[config.mk]
export PLATFORM = sky130hd
export DESIGN_NAME = intc_top
export DESIGN_NICKNAME = d
export VERILOG_FILES = /design/src/rtl/intc_pkg.sv /design/src/rtl/intc_ext_groups.sv /design/src/rtl/intc_datapath.sv /design/src/rtl/intc_control.sv /design/src/rtl/intc_top.sv
export SDC_FILE = /design/constraint.sdc
export NUM_CORES = 1
export LEC_CHECK = 0
export BUFFER_PORTS_ARGS = -buffer_cell sky130_fd_sc_hd__buf_2
export CAP_MARGIN = 20
export CORE_MARGIN = 2
export CORE_UTILIZATION = 55
export CTS_BUF_LIST = sky130_fd_sc_hd__clkbuf_4
export DETAILED_ROUTE_END_ITERATION = 7
export GPL_TIMING_DRIVEN = 0
export PLACE_DENSITY = 0.77
export SKIP_LAST_GASP = 1
export SLEW_MARGIN = 20
export SYNTH_ARGS = -nofsm -noshare
export SYNTH_HDL_FRONTEND = slang
export SYNTH_HIERARCHICAL = 1
export SYNTH_SLANG_ARGS = --single-unit
[constraint.sdc]
create_clock -name clk -period 90.3 [get_ports clk]
set_clock_uncertainty 0.1 [all_clocks]
set_input_delay 9.03 -clock clk [delete_from_list [all_inputs] [get_ports clk]]
set_output_delay 9.03 -clock clk [all_outputs]
set_load 0.01 [all_outputs]
[src/rtl/intc_pkg.sv]
`timescale 1ns/1ps
package intc_pkg;

  typedef enum logic [1:0] {
    KIND_NONE  = 2'b00,
    KIND_IRQ   = 2'b01,
    KIND_TRAP  = 2'b10,
    KIND_RESET = 2'b11
  } req_kind_e;

  localparam logic [1:0] LVL_MAIN = 2'b11;
  localparam logic [1:0] LVL_LOW  = 2'b10;
  localparam logic [1:0] LVL_MID  = 2'b01;
  localparam logic [1:0] LVL_TOP  = 2'b00;

  typedef struct packed {
    logic takeIrq;
    logic takeTrap;
    logic takeReset;
    logic popLevel;
  } ctrl_strobe_t;

  // Larger rank means more urgent; the main-program code ranks lowest.
  function automatic logic [1:0] levelRank(input logic [1:0] code);
    return ~code;
  endfunction

endpackage

[src/rtl/intc_ext_groups.sv]
`timescale 1ns/1ps
module intc_ext_groups #(
  parameter int NUM_SRC = 40,
  parameter int NUM_GRP = 11
) (
  input  logic               clk,
  input  logic               rstN,
  input  logic [NUM_SRC-1:0] extSet,
  input  logic [NUM_SRC-1:0] extClr,
  output logic [NUM_GRP-1:0] grpPending
);

  logic [NUM_SRC-1:0] memberPend;

  always_ff @(posedge clk) begin
    if (!rstN) memberPend <= '0;
    else       memberPend <= (memberPend & ~extClr) | extSet;
  end

  for (genvar g = 0; g < NUM_GRP; g++) begin : gen_group
    logic hit;
    always_comb begin
      hit = 1'b0;
      for (int m = 0; m < NUM_SRC; m++) begin
        if ((m % NUM_GRP) == g) hit = hit | memberPend[m];
      end
    end
    assign grpPending[g] = hit;
  end

  AST_GROUP_HOLD: assert property (@(posedge clk) disable iff (!rstN)
    (|(extSet)) |=> (|grpPending));

endmodule

[src/rtl/intc_datapath.sv]
`timescale 1ns/1ps
module intc_datapath
  import intc_pkg::*;
#(
  parameter int NUM_VEC     = 32,
  parameter int STACK_DEPTH = 5
) (
  input  logic                       clk,
  input  logic                       rstN,
  input  logic [NUM_VEC-1:0]         pending,
  input  logic                       cfgWe,
  input  logic [$clog2(NUM_VEC)-1:0] cfgAddr,
  input  logic [1:0]                 cfgData,
  output logic [1:0]                 cfgRdata,
  input  ctrl_strobe_t               strobe,
  output logic                       bestValid,
  output logic [$clog2(NUM_VEC)-1:0] bestVec,
  output logic [1:0]                 bestLevel,
  output logic [1:0]                 curLevel,
  output logic                       stackFull,
  output logic                       stackEmpty
);

  localparam int VEC_W = $clog2(NUM_VEC);
  localparam int CNT_W = $clog2(STACK_DEPTH + 1);

  // Software level table
  logic [1:0] prioTab [NUM_VEC];

  always_ff @(posedge clk) begin
    if (!rstN) begin
      for (int i = 0; i < NUM_VEC; i++) prioTab[i] <= LVL_LOW;
    end else if (cfgWe && (cfgData != LVL_MAIN)) begin
      prioTab[cfgAddr] <= cfgData;
    end
  end

  assign cfgRdata = prioTab[cfgAddr];

  // Arbiter: scan from the top index down so that on equal rank a lower index overrides.
  always_comb begin
    bestValid = 1'b0;
    bestVec   = '0;
    bestLevel = LVL_MAIN;
    for (int i = NUM_VEC - 1; i >= 0; i--) begin
      if (pending[i] && (!bestValid || (levelRank(prioTab[i]) >= levelRank(bestLevel)))) begin
        bestValid = 1'b1;
        bestVec   = VEC_W'(i);
        bestLevel = prioTab[i];
      end
    end
  end

  // Level stack
  logic [1:0]       stackMem [STACK_DEPTH];
  logic [CNT_W-1:0] stackCnt;
  logic [CNT_W-1:0] topIdx;
  logic [1:0]       curLvl;
  logic             pushLvl;

  assign pushLvl    = strobe.takeIrq | strobe.takeTrap;
  assign topIdx     = stackCnt - CNT_W'(1);
  assign stackFull  = (stackCnt == CNT_W'(STACK_DEPTH));
  assign stackEmpty = (stackCnt == '0);
  assign curLevel   = curLvl;

  always_ff @(posedge clk) begin
    if (pushLvl && !stackFull) stackMem[stackCnt] <= curLvl;
  end

  always_ff @(posedge clk) begin
    if (!rstN) begin
      stackCnt <= '0;
      curLvl   <= LVL_MAIN;
    end else if (strobe.takeReset) begin
      stackCnt <= '0;
      curLvl   <= LVL_MAIN;
    end else if (pushLvl && !stackFull) begin
      stackCnt <= stackCnt + CNT_W'(1);
      curLvl   <= strobe.takeTrap ? LVL_TOP : bestLevel;
    end else if (strobe.popLevel && !stackEmpty) begin
      stackCnt <= topIdx;
      curLvl   <= stackMem[topIdx];
    end
  end

  AST_NO_OVERFLOW: assert property (@(posedge clk) disable iff (!rstN)
    pushLvl |-> !stackFull);
  AST_POP_NONEMPTY: assert property (@(posedge clk) disable iff (!rstN)
    strobe.popLevel |-> !stackEmpty);
  AST_IRQ_LEVEL_LOADED: assert property (@(posedge clk) disable iff (!rstN)
    strobe.takeIrq |=> (curLevel == $past(bestLevel)));
  AST_RESET_CLEARS: assert property (@(posedge clk) disable iff (!rstN)
    strobe.takeReset |=> (stackEmpty && curLevel == LVL_MAIN));
  AST_TABLE_NO_MAIN: assert property (@(posedge clk) disable iff (!rstN)
    cfgRdata != LVL_MAIN);

endmodule

[src/rtl/intc_control.sv]
`timescale 1ns/1ps
module intc_control
  import intc_pkg::*;
#(
  parameter int NUM_VEC = 32
) (
  input  logic                       clk,
  input  logic                       rstN,
  input  logic                       bestValid,
  input  logic [$clog2(NUM_VEC)-1:0] bestVec,
  input  logic [1:0]                 bestLevel,
  input  logic [1:0]                 curLevel,
  input  logic                       stackFull,
  input  logic                       stackEmpty,
  input  logic                       globalMask,
  input  logic                       trapReq,
  input  logic                       resetReq,
  input  logic                       ackStrobe,
  input  logic                       iretStrobe,
  output req_kind_e                  reqKind,
  output logic [$clog2(NUM_VEC)-1:0] reqVector,
  output logic [1:0]                 reqLevel,
  output ctrl_strobe_t               strobe
);

  logic irqEligible;
  logic ackTaken;

  assign irqEligible = bestValid && !globalMask && !stackFull &&
                       (levelRank(bestLevel) > levelRank(curLevel));

  always_comb begin
    reqKind   = KIND_NONE;
    reqVector = '0;
    reqLevel  = LVL_MAIN;
    if (resetReq) begin
      reqKind = KIND_RESET;
    end else if (trapReq && !stackFull) begin
      reqKind  = KIND_TRAP;
      reqLevel = LVL_TOP;
    end else if (irqEligible) begin
      reqKind   = KIND_IRQ;
      reqVector = bestVec;
      reqLevel  = bestLevel;
    end
  end

  assign ackTaken         = ackStrobe && (reqKind != KIND_NONE);
  assign strobe.takeIrq   = ackStrobe && (reqKind == KIND_IRQ);
  assign strobe.takeTrap  = ackStrobe && (reqKind == KIND_TRAP);
  assign strobe.takeReset = ackStrobe && (reqKind == KIND_RESET);
  assign strobe.popLevel  = iretStrobe && !ackTaken && !stackEmpty;

  AST_MASK_BLOCKS: assert property (@(posedge clk) disable iff (!rstN)
    globalMask |-> (reqKind != KIND_IRQ));
  AST_STRICT_PREEMPT: assert property (@(posedge clk) disable iff (!rstN)
    (reqKind == KIND_IRQ) |-> (levelRank(reqLevel) > levelRank(curLevel)));
  AST_RESET_WINS: assert property (@(posedge clk) disable iff (!rstN)
    resetReq |-> (reqKind == KIND_RESET));
  AST_TRAP_UNMASKED: assert property (@(posedge clk) disable iff (!rstN)
    (trapReq && !resetReq && !stackFull) |-> (reqKind == KIND_TRAP));
  AST_ONE_STROBE: assert property (@(posedge clk) disable iff (!rstN)
    $onehot0({strobe.takeIrq, strobe.takeTrap, strobe.takeReset, strobe.popLevel}));

endmodule

[src/rtl/intc_top.sv]
`timescale 1ns/1ps
module intc_top
  import intc_pkg::*;
#(
  parameter int NUM_VEC     = 32,
  parameter int NUM_EXT     = 40,
  parameter int NUM_GRP     = 11,
  parameter int EXT_BASE    = 8,
  parameter int STACK_DEPTH = 5
) (
  input  logic                       clk,
  input  logic                       rstN,
  input  logic [NUM_VEC-1:0]         irqLine,
  input  logic [NUM_EXT-1:0]         extSet,
  input  logic [NUM_EXT-1:0]         extClr,
  input  logic                       globalMask,
  input  logic                       trapReq,
  input  logic                       resetReq,
  input  logic                       cfgWe,
  input  logic [$clog2(NUM_VEC)-1:0] cfgAddr,
  input  logic [1:0]                 cfgData,
  output logic [1:0]                 cfgRdata,
  input  logic                       ackStrobe,
  input  logic                       iretStrobe,
  output logic [1:0]                 reqKind,
  output logic [$clog2(NUM_VEC)-1:0] reqVector,
  output logic [1:0]                 reqLevel,
  output logic [1:0]                 curLevel
);

  localparam int VEC_W = $clog2(NUM_VEC);

  logic [NUM_GRP-1:0] grpPending;
  logic [NUM_VEC-1:0] pending;
  logic               bestValid;
  logic [VEC_W-1:0]   bestVec;
  logic [1:0]         bestLevel;
  logic               stackFull;
  logic               stackEmpty;
  ctrl_strobe_t       strobe;
  req_kind_e          kindOut;

  intc_ext_groups #(.NUM_SRC(NUM_EXT), .NUM_GRP(NUM_GRP)) u_groups (
    .clk(clk), .rstN(rstN), .extSet(extSet), .extClr(extClr), .grpPending(grpPending)
  );

  always_comb begin
    pending = irqLine;
    for (int g = 0; g < NUM_GRP; g++) pending[EXT_BASE + g] = pending[EXT_BASE + g] | grpPending[g];
  end

  intc_datapath #(.NUM_VEC(NUM_VEC), .STACK_DEPTH(STACK_DEPTH)) u_dp (
    .clk(clk), .rstN(rstN), .pending(pending),
    .cfgWe(cfgWe), .cfgAddr(cfgAddr), .cfgData(cfgData), .cfgRdata(cfgRdata),
    .strobe(strobe), .bestValid(bestValid), .bestVec(bestVec), .bestLevel(bestLevel),
    .curLevel(curLevel), .stackFull(stackFull), .stackEmpty(stackEmpty)
  );

  intc_control #(.NUM_VEC(NUM_VEC)) u_ctrl (
    .clk(clk), .rstN(rstN), .bestValid(bestValid), .bestVec(bestVec), .bestLevel(bestLevel),
    .curLevel(curLevel), .stackFull(stackFull), .stackEmpty(stackEmpty),
    .globalMask(globalMask), .trapReq(trapReq), .resetReq(resetReq),
    .ackStrobe(ackStrobe), .iretStrobe(iretStrobe),
    .reqKind(kindOut), .reqVector(reqVector), .reqLevel(reqLevel), .strobe(strobe)
  );

  assign reqKind = kindOut;

endmodule

Yosys cells after proc, flatten, opt, wreduce, memory -nomap -nowiden
Memory sizes are Yosys's and may differ from the RTL's. Index checks and enable logic that the tools add are counted.

Output and inout bits: 13. Memories: 2. Memory bits (writable): 74. Word-level logic and storage cells: 387. Input port bits: 127. Register bits: 45.

Memories: u_dp.prioTab (depth 32, bits a word 2, rd ports 33, clocked after memory_dff 0, wr ports 32, line intc_datapath.sv:28) `logic [1:0] prioTab [NUM_VEC];`; u_dp.stackMem (depth 5, bits a word 2, rd ports 1, clocked after memory_dff 0, wr ports 1, line intc_datapath.sv:55) `logic [1:0] stackMem [STACK_DEPTH];`.

Order comparisons: 32. Eq/ne operators: 5. Reductions and logical operators: 115. $add $sub $neg: 2. Bitwise logic cells: 109. Muxes and demuxes: 119.

Operators with widths (number): 5-bit 2-to-1 mux (36); 2-bit NOT (64); 2-bit 2-to-1 mux (41); 2-bit greater-or-equal comparator (31); 1-bit logical AND (44); 1-bit bitwise OR (41); 40-bit bitwise AND (1); 1-bit 2-to-1 mux (40); 40-bit NOT (1); 40-bit bitwise OR (1); 1-bit logical NOT (35); 1-bit logical OR (31); 3-bit 2-to-1 mux (2); 2-bit == test (second input constant) (2); 2-bit nonzero test (2); 2-bit OR reduction (2); 3-bit by 1-bit adder with 3-bit output (second input constant) (1); 3-bit == test (second input constant) (1); 3-bit logical NOT (1); 3-bit by 1-bit subtractor with 3-bit output (second input constant) (1); 2-bit by 1-bit == test with 1-bit output (second input constant) (1); 2-bit greater-than comparator (1); 2-bit inequality test (second input constant) (1); 1-bit NOT (1).

Depth between registers and ports, before layout
An unclocked memory read counts as a cell.

Depth in word-level cells: 171. Gate-level depth with buffers: 202. Mapped depth without buffers: 201.

By module
Netlist, hierarchy kept.

By module, submodules not included: intc_datapath (sequential area each 2322.2 um^2, area each 7694.9 um^2, instances 1, cells each 889); intc_ext_groups (sequential area each 800.8 um^2, area each 1549.0 um^2, instances 1, cells each 146); intc_control (sequential area each 0.0 um^2, area each 235.2 um^2, instances 1, cells each 31); intc_top (sequential area each 0.0 um^2, area each 68.8 um^2, instances 1, cells each 11).

Least setup slack after synthesis
Ideal clock, no wire load.

Kind: input port to output port. From: input port irqLine[31]. To: output port reqLevel[0]. Path buffers: 1. Setup slack: 38350 ps. Arrival time: 42820 ps. Stages on the path: 176. Data required time: 81170 ps. Path through: buf_4 nand2b_1 ha_1 o21ai_0 nor2_1 o32a_1 ha_1 nand2_1 a221oi_1 nor2_1 mux2i_1 inv_1 ha_1 nor2_1 nand2_1 o31ai_1 a21oi_1 ha_1 (+140 left out) ha_1 or2_2 o21ai_0 inv_1 a31o_2 o31ai_1 ha_1 a21o_1 o21ai_1 nand2_1 o32ai_1 a21oi_1 o21ai_1 inv_1 ha_1 nor2b_4 or2_4 a31oi_1.

Word-level cells in the longest chain between the ends: 162. Elaborated cells between the ends (all ways): 227. Classes of those cells: order compare (32); mux (67); bitwise (32); reduce/logical (96).

Ends and longest elaborated chain: start: declaration (line intc_top.sv:13) `input logic [NUM_VEC-1:0] irqLine,`; 2-bit 2-to-1 mux (line intc_datapath.sv:46) `if (pending[i] && (!bestValid || (levelRank(prioTab[i]) >= levelRank(bestLevel)))) begin`; 2-bit NOT (line intc_pkg.sv:25) `return ~code;`; 2-bit greater-or-equal comparator (line intc_datapath.sv:46); 1-bit logical OR (line intc_datapath.sv:46); 1-bit logical AND (line intc_datapath.sv:46); 2-bit 2-to-1 mux (line intc_datapath.sv:46); 2-bit NOT (line intc_pkg.sv:25); 2-bit greater-or-equal comparator (line intc_datapath.sv:46); (+147 left out); 2-bit 2-to-1 mux * (line intc_datapath.sv:46); via bestLevel[1] (line intc_top.sv:37) `logic [1:0] bestLevel;`; 2-bit NOT * (line intc_pkg.sv:25); 2-bit greater-than comparator * (line intc_control.sv:30) `(levelRank(bestLevel) > levelRank(curLevel));`; 1-bit logical AND * (line intc_control.sv:29) `assign irqEligible = bestValid && !globalMask && !stackFull &&`; 2-bit 2-to-1 mux * (line intc_control.sv:41) `end else if (irqEligible) begin`; 2-bit 2-to-1 mux * (line intc_control.sv:38) `end else if (trapReq && !stackFull) begin`; 2-bit 2-to-1 mux * (line intc_control.sv:36) `if (resetReq) begin`; end: declaration (line intc_top.sv:27) `output logic [1:0] reqLevel,`.

The timed path passes the listed nets; every way through them passes the cells marked *.

Worst setup path after layout
From: input port irqLine[31]. To: output port reqVector[4].

Word-level cells in the longest chain between the ends: 162. Elaborated cells between the ends (all ways): 259. Classes of those cells: order compare (32); mux (99); bitwise (32); reduce/logical (96).

Ends and longest elaborated chain: 2-bit 2-to-1 mux (line intc_datapath.sv:46); 2-bit NOT (line intc_pkg.sv:25); 2-bit greater-or-equal comparator (line intc_datapath.sv:46); 1-bit logical OR (line intc_datapath.sv:46); 1-bit logical AND (line intc_datapath.sv:46); 2-bit 2-to-1 mux (line intc_datapath.sv:46); 2-bit NOT (line intc_pkg.sv:25); 2-bit greater-or-equal comparator (line intc_datapath.sv:46); (+147 left out); 2-bit 2-to-1 mux * (line intc_datapath.sv:46); via bestLevel[1] (line intc_top.sv:37); 2-bit NOT * (line intc_pkg.sv:25); 2-bit greater-than comparator * (line intc_control.sv:30); 1-bit logical AND * (line intc_control.sv:29); 5-bit 2-to-1 mux * (line intc_control.sv:41); 5-bit 2-to-1 mux * (line intc_control.sv:38); 5-bit 2-to-1 mux * (line intc_control.sv:36); end: declaration (line intc_top.sv:26) `output logic [$clog2(NUM_VEC)-1:0] reqVector,`.

Marked as above.

==> results_dict.tcl <==
set metrics [dict create \
    hp-class "reg -> reg" \
    regArea_sq_mm 0.003123 \
    clockRootBuffer "clkbuf_4" \
    wl_mm 27.19 \
    cts-resized-gates 0 \
    synth_fp_nets 1242 \
    worst_ep_required_time_ns 81.17 \
    startpoint_type "primary input" \
    viasPerCell 6.204 \
    fmax_mhz 17.43 \
    fp.dieW_um 135.8 \
    max_stage_delay_ns 0.55 \
    worst_slew_pin_slew_ns 1.221 \
    fill_cells 1502 \
    fp.dieH_um 135.8 \
    slowest_stage "o41ai_2" \
    drive_above_1_share 0.2058 \
    grt_use_total 0.2977 \
    clk_latency_ns 0.57 \
    grt_max_degree 17 \
    io_pins 140 \
    htree_levels 4 \
    yosys_warnings 6 \
    final_common_cell "buf_2" \
    multi_input_area_sq_mm 0.005911 \
    worstPathArrival_ns 48.25 \
    drc 0 \
    cp-end-kind "output pin" \
    drt_pass1_iterations 5 \
    hold_violations 0 \
    gp_congestion 0.9269 \
    ctsHoldBuffers 0 \
    dp_hpwl_mm 21.41 \
    post-cts-setup-buffer-count 0 \
    area_growth_pct 13.42 \
    core_area_sq_mm 0.01712 \
    placementRows 48 \
    setup_viol 0 \
    drv_cap 0 \
    synth-seq-cells 119 \
    holdWs_ns 0.4733 \
    synthCells 1077 \
    die_area_sq_mm 0.01843 \
    period_share 0.6354 \
    tritoncts "done" \
    synthFlopType "edfxtp_1" \
    status "complete, no violations" \
    drt-initial-drc-count 863 \
    start_util 0.5578 \
    cp_num_buf_inv 14 \
    synth_seq_area_share 0.3271 \
    path_common_cell "ha_1" \
    numCtsBuffers 17 \
    synth_edf_count 74 \
    slew_viol_final 0 \
    tns_ns 0 \
    synth.distinct_cells 100 \
    fin_nets 1396 \
    cp_top_family "compound AO/OA/AOI/OAI gates" \
    grt_pass1_wl_mm 42.81 \
    vias 9120 \
    grt_pass1_vias 8383 \
    synthesis.area_sq_mm 0.009548 \
    clk_pin_slew_worst_paths_ns 0.11 \
    cts_sinks 119 \
    crit_path_max_fanout 10 \
    syn_avg_cell_area_sq_um 8.865 \
    rsz0062_at_grt "no" \
    async_flop_share 0 \
    slew_headroom 0.1799 \
    period_needed_ns 57.38 \
    mostFrequentLayoutCells "buf_2 (141), inv_1 (75), edfxtp_1 (74)" \
    routedWlPerCell_um 18.49 \
    ant_nets 0 \
    antenna_found_initial 1 \
    io_buffers 135 \
    grt_overflow_total 0 \
    crit_type "in -> out" \
    clk_path_buf_depth 2 \
]
worst reg2reg max path, delay by kind of cell, from the launching register on:
| family | cells | cell delay (ns) |
|---|---|---|
| flops | 1 | 0.43 |
| fa+ha+maj | 32 | 7.66 |
| buf+inv | 12 | 1.07 |
| mux | 8 | 2.62 |
| simple gates | 47 | 8.66 |
| xor+xnor | 1 | 0.18 |
| compound gates | 83 | 19.87 |
per-stage QoR:
step,util,setup slack [ns],cells,instance area [sq um]
floorplan,-,38.35,1077,9548
global placement,0.6137,34.27,1437,10510
detailed placement,0.6137,33.65,1437,10510
CTS,0.6325,33.49,1469,10830
global route,0.6327,29.91,1470,10830
finish,0.6327,32.92,1470,10830
final timing paths:
path,slack [ns],start,endpoint,cells after the start
min,0.47,u_groups/memberPend[34]$_SDFF_PN0_,u_groups/memberPend[34]$_SDFF_PN0_,2
min reg2reg,0.47,u_groups/memberPend[34]$_SDFF_PN0_,u_groups/memberPend[34]$_SDFF_PN0_,2
max,32.92,irqLine[31],reqVector[4],179
max reg2reg,49.61,u_dp/prioTab[31][1]$_SDFFCE_PN1P_,u_dp/stackCnt[2]$_SDFFE_PP0P_,183
routing by layer:
metal  vias to the layer above  global-route usage  wire (um)
met4                         0              0.1076        756
met1                      4248              0.4018      11380
met2                       433              0.4759      12560
met3                        54             0.06023       2490
li1                       4385                   -          -
met5                         -                   0          0
sequential cells by signal, indices dropped and copies added (netlist names):
| name | flops |
|---|---|
| u_dp/prioTab | 64 |
| u_dp/stackCnt | 3 |
| u_dp/stackMem | 10 |
| u_groups/memberPend | 40 |
| u_dp/curLevel | 2 |
cell type report:
cell class / instances / share of cell area
antenna: 1 / 0.0002311
buffer: 48 / 0.02149
clock buffer: 18 / 0.01248
clock inverter: 14 / 0.01722
inverter: 75 / 0.02600
multi-input combinational: 835 / 0.5458
sequential: 119 / 0.2884
tap: 225 / 0.02600
timing repair buffer: 135 / 0.06239
synth_stat cells, types with 4 or more instances:
master	number	area share
o21ai_0	71	0.037
o21ai_1	9	0.0047
or3_1	43	0.028
a21boi_0	6	0.0047
or2_1	13	0.0085
and3_1	43	0.028
ha_1	38	0.050
o211ai_1	13	0.010
o31ai_1	13	0.010
mux2_2	4	0.0047
a22oi_1	13	0.010
o21bai_1	5	0.0039
nand2_1	64	0.025
a21oi_1	38	0.020
or2_2	11	0.0072
a211oi_1	11	0.0086
mux4_2	18	0.042
o21a_1	57	0.045
a31oi_1	12	0.0079
a21o_1	13	0.010
nand4_1	5	0.0033
mux2i_1	6	0.0063
nor4_1	7	0.0046
nand3_1	14	0.0073
or4_1	8	0.0063
nor2b_1	48	0.031
inv_1	75	0.029
buf_2	6	0.0031
nor2b_2	7	0.0064
nor3b_1	12	0.0094
o211a_1	6	0.0063
o311a_1	7	0.0073
buf_4	12	0.0094
and2_1	20	0.013
edfxtp_1	74	0.23
nor3_1	20	0.010
nor2_1	63	0.025
dfxtp_1	45	0.094
clkbuf_1	27	0.011
nand2b_1	18	0.012
cell families after synthesis:
kind of cell,share of synthesized area
compound gates,0.2561
xor+xnor,0.002752
fa+ha+maj,0.04980
buf+inv,0.05386
flops,0.3271
mux,0.05622
simple gates,0.2542
Power is not shown: default switching activity piles up to over one toggle a cycle in this logic, so the estimate is an artifact.
